--- src/rtl/txstat_pkg.sv ---
package txstat_pkg;
    localparam int REG_W = 8;
    // bits that hold a sticky flag (7,6,5,4,2,1)
    localparam logic [REG_W-1:0] STICKY_MASK   = 8'b1111_0110;
    // sticky bits also cleared by a send command
    localparam logic [REG_W-1:0] SEND_CLR_MASK = 8'b0000_0110;
    localparam int BIT_IRQ = 3;
    localparam int BIT_TA  = 0;
    localparam int NUM_IRQ = 4;

    typedef enum logic {
        ST_READY   = 1'b0,
        ST_SENDING = 1'b1
    } seq_state_t;
endpackage

--- src/rtl/txstat_flag.sv ---
module txstat_flag (
    input  logic clk,
    input  logic rst_n,
    input  logic sw_rst,
    input  logic set_i,
    input  logic clr_i,
    output logic q_o
);
    always_ff @(posedge clk or negedge rst_n) begin
        if (!rst_n)      q_o <= 1'b0;
        else if (sw_rst) q_o <= 1'b0;
        else if (set_i)  q_o <= 1'b1;   // set beats clear
        else if (clr_i)  q_o <= 1'b0;
    end
endmodule

--- src/rtl/txstat_ptr_chk.sv ---
module txstat_ptr_chk #(
    parameter int PTR_W   = 8,
    parameter int PG_W    = 9,
    parameter int PTR_MIN = 3
) (
    input  logic [PTR_W-1:0] pkt_ptr,
    input  logic [PG_W-1:0]  page_size,
    output logic             bad_o
);
    localparam logic [PG_W-1:0] MIN_V = PG_W'(PTR_MIN);
    logic [PG_W-1:0] ptr_ext;

    assign ptr_ext = PG_W'(pkt_ptr);

    always_comb begin
        bad_o = (ptr_ext < MIN_V) || (ptr_ext >= page_size);
    end
endmodule

--- src/rtl/txstat_seq.sv ---
module txstat_seq
    import txstat_pkg::*;
(
    input  logic clk,
    input  logic rst_n,
    input  logic sw_rst,
    input  logic send_cmd,
    input  logic tx_done,
    input  logic core_ta,
    output logic ta_o
);
    seq_state_t state_q, state_d;

    always_ff @(posedge clk or negedge rst_n) begin
        if (!rst_n) state_q <= ST_READY;
        else        state_q <= state_d;
    end

    always_comb begin
        state_d = state_q;
        if (sw_rst) begin
            state_d = ST_READY;
        end else begin
            unique case (state_q)
                ST_READY:   if (send_cmd) state_d = ST_SENDING;
                ST_SENDING: if (tx_done)  state_d = ST_READY;
                default:    state_d = ST_READY;
            endcase
        end
    end

    always_comb begin
        unique case (state_q)
            ST_READY:   ta_o = core_ta;
            ST_SENDING: ta_o = 1'b0;
            default:    ta_o = 1'b0;
        endcase
    end
endmodule

--- src/rtl/txstat_reg.sv ---
module txstat_reg
    import txstat_pkg::*;
#(
    parameter int PTR_W   = 8,
    parameter int PG_W    = 9,
    parameter int PTR_MIN = 3
) (
    input  logic             clk,
    input  logic             rst_n,
    input  logic             sw_rst,
    input  logic             wr_en,
    input  logic [REG_W-1:0] wr_data,
    output logic [REG_W-1:0] rd_data,
    input  logic             ev_tkn_retry,
    input  logic             ev_acknak_fix,
    input  logic             ev_hub_wdt,
    input  logic             ev_tx_fail,
    input  logic             ev_fbe_noresp,
    input  logic [2:0]       irq_src,
    input  logic [3:0]       irq_mask,
    input  logic             core_ta,
    input  logic             send_cmd,
    input  logic             tx_done,
    input  logic [PTR_W-1:0] pkt_ptr,
    input  logic [PG_W-1:0]  page_size
);
    logic [REG_W-1:0]   set_v, clr_v, flag_q;
    logic [NUM_IRQ-1:0] irq_vec;
    logic ptr_bad, ta_bit, com_q;

    txstat_ptr_chk #(.PTR_W(PTR_W), .PG_W(PG_W), .PTR_MIN(PTR_MIN)) u_ptr (
        .pkt_ptr(pkt_ptr), .page_size(page_size), .bad_o(ptr_bad)
    );

    txstat_seq u_seq (
        .clk(clk), .rst_n(rst_n), .sw_rst(sw_rst), .send_cmd(send_cmd),
        .tx_done(tx_done), .core_ta(core_ta), .ta_o(ta_bit)
    );

    always_comb begin
        set_v    = '0;
        set_v[7] = ev_tkn_retry;
        set_v[6] = ev_acknak_fix;
        set_v[5] = ev_hub_wdt;
        set_v[4] = send_cmd & ptr_bad;
        set_v[2] = ev_fbe_noresp;
        set_v[1] = ev_tx_fail | ev_fbe_noresp;
        clr_v    = (wr_en ? wr_data : '0) | (send_cmd ? SEND_CLR_MASK : '0);
    end

    assign irq_vec = {ta_bit, irq_src};

    always_ff @(posedge clk or negedge rst_n) begin
        if (!rst_n)      com_q <= 1'b0;
        else if (sw_rst) com_q <= 1'b0;
        else             com_q <= |(irq_vec & irq_mask);
    end

    for (genvar g = 0; g < REG_W; g++) begin : g_bit
        if (STICKY_MASK[g]) begin : g_sticky
            txstat_flag u_flag (
                .clk(clk), .rst_n(rst_n), .sw_rst(sw_rst),
                .set_i(set_v[g]), .clr_i(clr_v[g]), .q_o(flag_q[g])
            );
        end else if (g == BIT_IRQ) begin : g_irq
            assign flag_q[g] = com_q;
        end else begin : g_ta
            assign flag_q[g] = ta_bit;
        end
    end

    assign rd_data = flag_q;
endmodule

--- config.mk ---
export PLATFORM = sky130hd
export DESIGN_NAME = txstat_reg
export DESIGN_NICKNAME = d
export VERILOG_FILES = /design/src/rtl/txstat_pkg.sv /design/src/rtl/txstat_flag.sv /design/src/rtl/txstat_ptr_chk.sv /design/src/rtl/txstat_seq.sv /design/src/rtl/txstat_reg.sv
export SDC_FILE = /design/constraint.sdc
export NUM_CORES = 1
export LEC_CHECK = 0
export BUFFER_PORTS_ARGS = -buffer_cell sky130_fd_sc_hd__buf_2
export CORE_ASPECT_RATIO = 1.5
export CORE_UTILIZATION = 30
export DETAILED_ROUTE_END_ITERATION = 10
export PLACE_DENSITY = 0.74
export SYNTH_ARGS = -nofsm -noshare
export SYNTH_HDL_FRONTEND = slang
export SYNTH_SLANG_ARGS = --single-unit
--- constraint.sdc ---
create_clock -name clk -period 1.6 [get_ports clk]
set_input_delay 0 -clock clk [delete_from_list [all_inputs] [get_ports clk]]
set_output_delay 0 -clock clk [all_outputs]
set_load 0.02 [all_outputs]
==> impl_metrics.tcl, run 1 <==
set metrics [dict create \
    status "complete, no violations" \
    cts_root_buf "clkbuf_4" \
    io_pins 52 \
    yosysSeqAreaShare_pct 32.4 \
    yosysTopAreaCellShare_pct 32.4 \
    grt_pass1_vias 674 \
    wl_per_cell_um 10.9 \
    core_area_um2 1880 \
    min_period_ps 1380 \
    overflow 0 \
    grt_pass1_wl_um 2430 \
    synth_fp_nets 124 \
    switchingPower_uw 158 \
    syn-cell-area_um2 618 \
    diodes 0 \
    dp_worst_setup_slack_ps 213 \
    intPower_uw 393 \
    antenna_found_initial 0 \
    fin_tns_setup_ps 0 \
    cts_tree "built" \
    rr_endpoint "g_bit[1].g_sticky.u_flag.q_o" \
    synth_area_leaders "dfrtp_1, ha_1, buf_4" \
    drt_pass1_iterations 3 \
    slew_headroom_pct 80.4 \
    p_leak_uw 0.000529 \
    cp-startpoint "g_bit[1].g_sticky.u_flag.q_o" \
    ys.warnings.count 0 \
    synth_area_per_cell_um2 8.58 \
    io_buffers 49 \
    htree_levels 1 \
    slew_viol_final 0 \
    power_uw 551 \
    finalWorstSetupSlack_ps 224 \
    area_delta_synth_final_pct 50.2 \
    fin_nets 177 \
    hold_buffers 8 \
    start_kind "flip-flop" \
    reg2reg_from "g_bit[1].g_sticky.u_flag.q_o" \
    cpPeakStageDelay_ps 590 \
    worst-r2r-cell-count 3 \
    crit_buf_inv 1 \
    crit_cells 3 \
    drcViolationCount 0 \
    worstSetupEndpoint "g_bit[1].g_sticky.u_flag.q_o" \
    fp.dieH_um 57.6 \
    track_usage_pct 15.7 \
    whs_ps 7.87 \
    clock_tree.buffer_depth 2 \
    hold_class "in2reg" \
    setup_viol 0 \
    clk_pin_slew_ps 50 \
    max-vdd-ir-drop_mv 0.309 \
    combPwrFrac_pct 32.3 \
    die_w_um 39.1 \
    post_cts_buffers 0 \
    cp-end-kind "flip-flop" \
    ys_ff_latch 8 \
    rows 19 \
    drt_iter0_markers 7 \
    critPathMaxFanout 2 \
    hold_violations 0 \
    synth.distinct_cells 20 \
    layout_commonest_cell "buf_2" \
    layout_common_cells "buf_2, inv_1" \
    cp_top_family "buffers and inverters" \
    tightest_slew_ps 292 \
    rrSetupSlack_ps 220 \
    fin_crit_sh_pct 86.0 \
    max_freq_mhz 727 \
    pwr-share-clk_pct 27.3 \
    power_density_nw_per_um2 593 \
    final_util_pct 49.4 \
    yosysTopAreaCell "dfrtp_1" \
    ctsResizeCount 0 \
    hpwl_um 1280 \
    clkLatencyLatePin_ps 250 \
    final.fill_count 191 \
    detail-route-antenna-nets 0 \
    max_cap_violations 0 \
    path_class "reg2reg" \
    gp_congestion 0.724 \
    skew_ps 0.0657 \
    via_per_inst 4.83 \
    swShare_pct 28.7 \
    power_frac_seq_pct 40.4 \
    cp_cell_sequence "a311oi_1 > dlygate4sd3_1 > nor2_1" \
    cp.arrival_ps 1510 \
    worst_ep_required_time_ps 1740 \
    slowest_stage "dlygate4sd3_1" \
    cts_buffers 3 \
    drive_above_1_share_pct 43.1 \
    grt_max_degree 9 \
    rsz0062_at_grt "no" \
    initial_utilization_pct 32.9 \
    synthCells 72 \
    num_vias 696 \
    drt-total-wl_um 1570 \
    cts_sinks 8 \
    die_area_um2 2250 \
]
==> how the worst min path moves through the flow <==
stage                                    to  slack [ps]          start  depth (start not counted)
2_1_floorplan                         com_q        -300          rst_n                          0
3_3_place_gp                          com_q        -150          rst_n                          1
3_5_place_dp   g_bit[1].g_sticky.u_flag.q_o        -150          rst_n                          1
4_1_cts        g_bit[2].g_sticky.u_flag.q_o           6  ev_fbe_noresp                          3
5_1_grt        g_bit[2].g_sticky.u_flag.q_o          20  ev_fbe_noresp                          3
6_report       g_bit[2].g_sticky.u_flag.q_o           8  ev_fbe_noresp                          3
==> synth_stat cells <==
| library cell | number |
|---|---|
| o21bai_1 | 1 |
| a21boi_0 | 1 |
| a21oi_1 | 6 |
| nor2_1 | 8 |
| o221ai_1 | 1 |
| nor2b_1 | 2 |
| a2111oi_2 | 1 |
| buf_4 | 8 |
| dfrtp_1 | 8 |
| a21o_1 | 1 |
| a222oi_1 | 1 |
| inv_1 | 9 |
| a31oi_1 | 1 |
| nand2_1 | 7 |
| clkbuf_1 | 1 |
| a311oi_1 | 2 |
| or4_1 | 1 |
| ha_1 | 8 |
| a211oi_1 | 2 |
| nand4_1 | 3 |
==> layer usage <==
metal / vias up / track usage, % / routed length [um] / part of all wire, %
li1: 349 / - / - / -
met1: 309 / 13.5 / 572 / 37
met2: 38 / 29.3 / 869 / 55
met5: - / 0 / 0 / 0
met4: 0 / 8.37 / 0 / 0
met3: 0 / 5.06 / 125 / 8.0
==> cell families (layout without fill, tap and decap cells) <==
group / Yosys count / in the layout / share of synthesized area, %
compound gates: 17 / 17 / 20.2
fa+ha+maj: 8 / 8 / 16.2
buf+inv: 18 / 69 / 15.8
flops: 8 / 8 / 32.4
simple gates: 21 / 21 / 15.4
==> area by class of cell <==
class                   instances  area (um2)  share of cell area, %
multi-input cells              46         320                   34.5
repair buffers                 57         325                   35.0
clock buffers                   3        22.5                   2.43
inverters                       9        33.8                   3.64
well taps                      21        26.3                   2.83
flip-flops and latches          8         200                   21.6
==> power by group through the flow <==
stage                     Sequential (uW)  Clock, uW  Combinational, uW
after global routing                  224        169                200
final                                 223        151                178
after detailed placement              226          0                164
after CTS                             222        159                180
after global placement                225          0                158
after floorplan                       225          0               97.9
==> flip-flops by register name, indices dropped and copies added (netlist names) <==
register                   count
u_seq.state_q                  1
g_bit.g_sticky.u_flag.q_o      6
com_q                          1
==> worst register-to-register path, delay by kind of cell, from the launching register on <==
family,cells,cell delay (ps)
AO/OA/AOI/OAI,1,260
buffers and inverters,1,590
flip-flops,1,380
AND/OR/NAND/NOR,1,40
==> metrics by stage <==
step / area, um2 / instances
after floorplan: 618 / 72
after global placement: 826 / 133
after detailed placement: 826 / 133
after CTS: 928 / 144
after global routing: 928 / 144
final: 928 / 144
(Power assumes the default switching activity.)
==> run 2: changes to the inputs <==
--- a/config.mk
+++ b/config.mk
@@ -6,10 +6,13 @@
 export NUM_CORES = 1
 export LEC_CHECK = 0
 export BUFFER_PORTS_ARGS = -buffer_cell sky130_fd_sc_hd__buf_2
+export CELL_PAD_IN_SITES_DETAIL_PLACEMENT = 1
+export CELL_PAD_IN_SITES_GLOBAL_PLACEMENT = 2
 export CORE_ASPECT_RATIO = 1.5
-export CORE_UTILIZATION = 30
+export CORE_UTILIZATION = 20
 export DETAILED_ROUTE_END_ITERATION = 10
-export PLACE_DENSITY = 0.74
+export HOLD_SLACK_MARGIN = 0.12
+export PLACE_DENSITY = 0.92
 export SYNTH_ARGS = -nofsm -noshare
 export SYNTH_HDL_FRONTEND = slang
 export SYNTH_SLANG_ARGS = --single-unit
==> run 2 against run 1 <==
Compared with the run above:
- design area increased by 15%
- die area up 48%
- final cell count up 19%
- sequential power hardly changed
- non-clock buffer count grew 10
- wire length increased by 37%
- first-iteration DRC count did not move
- clock power grew 56%
- power up 22%
- clock skew about the same
- setup slack lost 110 ps
- largest cell class unchanged
- highest routed layer unchanged
==> impl_metrics.tcl, run 2 (synthesis gave the netlist of run 1 again) <==
set metrics [dict create \
    power_density_nw_per_um2 626 \
    start_kind "primary input" \
    largest_reg_flops 6 \
    overflow 0 \
    cts_root_buf "clkbuf_8" \
    combPwrFrac_pct 31.3 \
    clkLatencyLatePin_ps 220 \
    drt-total-wl_um 2150 \
    instances_no_fill 172 \
    switchingPower_uw 179 \
    die_w_um 47.4 \
    top_regs "g_bit.g_sticky.u_flag.q_o: 6 flops, com_q: 1 flops, u_seq.state_q: 1 flops" \
    min_period_ps 1490 \
    cts_buffers 3 \
    ctsResizeCount 0 \
    diodes 0 \
    cp_top_family "buffers and inverters" \
    crit_buf_inv 4 \
    fin_tns_setup_ps 0 \
    final.fill_count 372 \
    fin_crit_sh_pct 92.9 \
    worst_ep_required_time_ps 1710 \
    cp_cell_sequence "dlygate4sd3_1 > buf_2 > inv_1 > a311oi_1 > dlygate4sd3_1 > nor2_1" \
    slew_headroom_pct 79.3 \
    swShare_pct 26.7 \
    detail-route-antenna-nets 0 \
    post_dp_cell_area_um2 848 \
    antenna_found_initial 0 \
    power_frac_seq_pct 33.6 \
    hold_violations 0 \
    rsz0062_at_grt "no" \
    num_vias 758 \
    max_freq_mhz 673 \
    io_pins 52 \
    drive_above_1_share_pct 39.8 \
    die_area_um2 3320 \
    status "complete, no violations" \
    htree_levels 1 \
    stdcell_area_um2 1070 \
    critPathMaxFanout 3 \
    crit_top_cell "dlygate4sd3_1" \
    slew_viol_final 0 \
    fin_nets 187 \
    layout_commonest_cell "buf_2" \
    finalWorstSetupSlack_ps 113 \
    area_delta_synth_final_pct 73.1 \
    gp_congestion 0.798 \
    tightest_slew_ps 308 \
    skew_ps 0.0566 \
    dp_worst_setup_slack_ps 206 \
    drt_iter0_markers 7 \
    hold_class "in2async" \
    intPower_uw 491 \
    setup_viol 0 \
    drcViolationCount 0 \
    post_cts_buffers 0 \
    drt_pass1_iterations 4 \
    core_area_um2 2910 \
    path_class "in2reg" \
    initial_utilization_pct 21.2 \
    slowest_stage "dlygate4sd3_1" \
    layout_common_cells "buf_2, dlygate4sd3_1, inv_1" \
    via_per_inst 4.41 \
    hpwl_um 1680 \
    cts_sinks 8 \
    grt_pass1_vias 842 \
    wl_per_cell_um 12.5 \
    track_usage_pct 13.8 \
    placed_cells 151 \
    clk_pin_slew_ps 40 \
    grt_pass1_wl_um 3310 \
    cp.arrival_ps 1600 \
    max_cap_violations 0 \
    cpPeakStageDelay_ps 600 \
    pwr-share-clk_pct 35.2 \
    clock_tree.buffer_depth 2 \
    io_buffers 49 \
    whs_ps 152 \
    hold_buffers 18 \
    fp.dieH_um 70.1 \
    rows 24 \
    cts_tree "built" \
    grt_max_degree 9 \
    p_leak_uw 0.000584 \
    top_register "g_bit.g_sticky.u_flag.q_o" \
    cp-end-kind "flip-flop" \
    max-vdd-ir-drop_mv 0.234 \
]
run 2: cell type report:
cell class	instances	area [um2]	area share [%]
timing repair buffer	67	425	39.8
multi-input combinational	46	320	29.9
sequential	8	200	18.7
tap	39	48.8	4.56
clock buffer	3	41.3	3.86
inverter	9	33.8	3.16
run 2: worst paths after layout:
path,from,endpoint,slack [ps],depth (start not counted)
setup / recovery,send_cmd,g_bit[1].g_sticky.u_flag.q_o,110,6
setup reg to reg,g_bit[1].g_sticky.u_flag.q_o,g_bit[1].g_sticky.u_flag.q_o,180,3
max in group asynchronous,rst_n,g_bit[6].g_sticky.u_flag.q_o,1280,2
min in group clk,wr_data[4],g_bit[4].g_sticky.u_flag.q_o,160,4
hold reg to reg,g_bit[4].g_sticky.u_flag.q_o,g_bit[4].g_sticky.u_flag.q_o,710,3
hold / removal,rst_n,g_bit[2].g_sticky.u_flag.q_o,150,2
run 2: through the flow:
step / total power [uW] / utilization, %
floorplan: 323 / -
global placement: 387 / 29.1
detailed placement: 397 / 29.1
CTS: 676 / 36.7
global route: 727 / 36.7
finish: 670 / 36.7
run 2: power by group through the flow:
stage                     Clock [uW]  Combinational, uW  Sequential [uW]
after floorplan                    0               97.9              225
after global placement             0                161              225
after detailed placement           0                171              227
after CTS                        243                209              224
after global routing             269                233              226
final                            235                209              225
run 2: metal layers:
layer | vias up | global-route usage (%) | routed length (um) | share of wire, %
li1 | 368 | - | - | -
met5 | - | 0 | 0 | 0
met4 | 0 | 5.71 | 0 | 0
met2 | 37 | 27.2 | 1240 | 58
met1 | 353 | 11.4 | 788 | 37
met3 | 0 | 3.10 | 123 | 5.7
==> run 3: changes to the inputs <==
--- a/config.mk
+++ b/config.mk
@@ -9,10 +9,10 @@
 export CELL_PAD_IN_SITES_DETAIL_PLACEMENT = 1
 export CELL_PAD_IN_SITES_GLOBAL_PLACEMENT = 2
 export CORE_ASPECT_RATIO = 1.5
-export CORE_UTILIZATION = 20
+export CORE_UTILIZATION = 16
 export DETAILED_ROUTE_END_ITERATION = 10
 export HOLD_SLACK_MARGIN = 0.12
-export PLACE_DENSITY = 0.92
+export PLACE_DENSITY = 0.81
 export SYNTH_ARGS = -nofsm -noshare
 export SYNTH_HDL_FRONTEND = slang
 export SYNTH_SLANG_ARGS = --single-unit
==> constraint.sdc (replaced) <==
create_clock -name clk -period 1.3 [get_ports clk]
set_input_delay 0 -clock clk [delete_from_list [all_inputs] [get_ports clk]]
set_output_delay 0 -clock clk [all_outputs]
set_load 0.02 [all_outputs]
==> run 3 against run 2 <==
Compared with the run above:
- via count shrank 1.2%
- non-clock buffer count increased by 2
- die area grew 24%
- final cell count is 3.5% higher
- utilization shrank 6.9 points
- sequential power up 23%
- setup slack got worse by 70 ps
- register-to-register slack worse by 110 ps
- largest power group unchanged
==> impl_metrics.tcl, run 3 (synthesis gave the netlist of run 1 again) <==
set metrics [dict create \
    status "complete, no violations" \
    die_area_um2 4120 \
    fin_nets 189 \
    tightest_slew_ps 309 \
    clk_pin_slew_ps 40 \
    max_freq_mhz 795 \
    rows 27 \
    hold_violations 0 \
    drt_pass1_iterations 4 \
    core_area_um2 3680 \
    drt_iter0_markers 6 \
    cts_tree "built" \
    diodes 0 \
    cts_buffers 3 \
    largest_reg_flops 6 \
    top_regs "g_bit.g_sticky.u_flag.q_o: 6 flops, com_q: 1 flops, u_seq.state_q: 1 flops" \
    fin_crit_sh_pct 96.7 \
    grt_pass1_wl_um 3470 \
    grt_max_degree 9 \
    drcViolationCount 0 \
    whs_ps 97.0 \
    hold_class "in2reg" \
    io_pins 52 \
    fin_tns_setup_ps 0 \
    p_leak_uw 0.000588 \
    power_uw 825 \
    top_register "g_bit.g_sticky.u_flag.q_o" \
    skew_ps 0.0214 \
    rsz0062_at_grt "no" \
    antenna_found_initial 0 \
    cp.arrival_ps 1360 \
    layout_common_cells "buf_2, dlygate4sd3_1, inv_1" \
    area_delta_synth_final_pct 77.5 \
    drt-total-wl_um 2210 \
    slew_viol_final 0 \
    max-vdd-ir-drop_mv 0.395 \
    hpwl_um 1740 \
    clkLatencyLatePin_ps 230 \
    drive_above_1_share_pct 42.2 \
    overflow 0 \
    track_usage_pct 11.2 \
    fp.dieH_um 78.1 \
    critPathMaxFanout 1 \
    setup_viol 0 \
    initial_utilization_pct 16.8 \
    via_per_inst 4.21 \
    layout_commonest_cell "buf_2" \
    path_class "in2reg" \
    die_w_um 52.8 \
    worst_ep_required_time_ps 1410 \
    max_cap_violations 0 \
    clock_tree.buffer_depth 2 \
    io_buffers 49 \
    min_period_ps 1260 \
    slew_headroom_pct 79.4 \
    cts_sinks 8 \
    wl_per_cell_um 12.4 \
    num_vias 749 \
    cts_root_buf "clkbuf_8" \
    power_density_nw_per_um2 752 \
    htree_levels 1 \
    placed_cells 157 \
    instances_no_fill 178 \
    grt_pass1_vias 866 \
    gp_congestion 0.663 \
    detail-route-antenna-nets 0 \
    start_kind "primary input" \
    cp-end-kind "flip-flop" \
    post_cts_buffers 0 \
]
[run 3: per-layer routing]
layer | part of all wire, % | wire (um) | GRT usage [%]
met5 | 0 | 0 | 0
met4 | 2.0 | 45 | 5.53
met3 | 5.7 | 126 | 1.74
met2 | 55 | 1220 | 22.3
met1 | 37 | 823 | 9.96
[run 3: final timing paths]
check,to,slack [ps],cells past startpoint,from
worst max-delay path,g_bit[7].g_sticky.u_flag.q_o,40,5,ev_tkn_retry
worst min-delay path,g_bit[6].g_sticky.u_flag.q_o,100,4,wr_data[6]
worst max register to register,g_bit[7].g_sticky.u_flag.q_o,70,3,g_bit[7].g_sticky.u_flag.q_o
worst min register to register,g_bit[6].g_sticky.u_flag.q_o,510,2,g_bit[6].g_sticky.u_flag.q_o
max in group asynchronous,g_bit[7].g_sticky.u_flag.q_o,990,2,rst_n
min in group asynchronous,u_seq.state_q,140,2,rst_n
[run 3: through the flow]
stage	area (um2)	utilization (%)	setup WS [ps]
3_5_place_dp	868	23.6	-157
5_1_grt	1100	29.8	16.5
6_report	1100	29.8	42.9
2_1_floorplan	618	-	86.5
3_3_place_gp	868	23.6	-75.5
4_1_cts	1120	30.4	23.7
[run 3: where the power goes]
group	switching (uW)	internal [uW]	total (uW)	leakage, uW
Sequential	9.45	267	277	0.000102
Clock	89.5	200	289	0.0000216
Combinational	121	138	259	0.000464
Total	220	605	825	0.000588
[run 3: worst max-delay path, stage by stage]
cell           delay, ps
dlygate4sd3_1        530
buf_2                120
a21oi_1              110
dlygate4sd3_1        570
nor2_1                40
[run 3: repair_timing]
item,in CTS,in global routing
hold buffers,21,0
resized for setup,0,2
setup endpoints to repair,0,3
hold endpoints to repair,16,0
[run 3: area by class of cell]
cell class              count  area (um2)
fillers                   447        2580
clock buffers               3        41.3
multi-input cells          46         328
inverters                   9        33.8
flip-flops and latches      8         200
repair buffers             69         440
well taps                  43        53.8
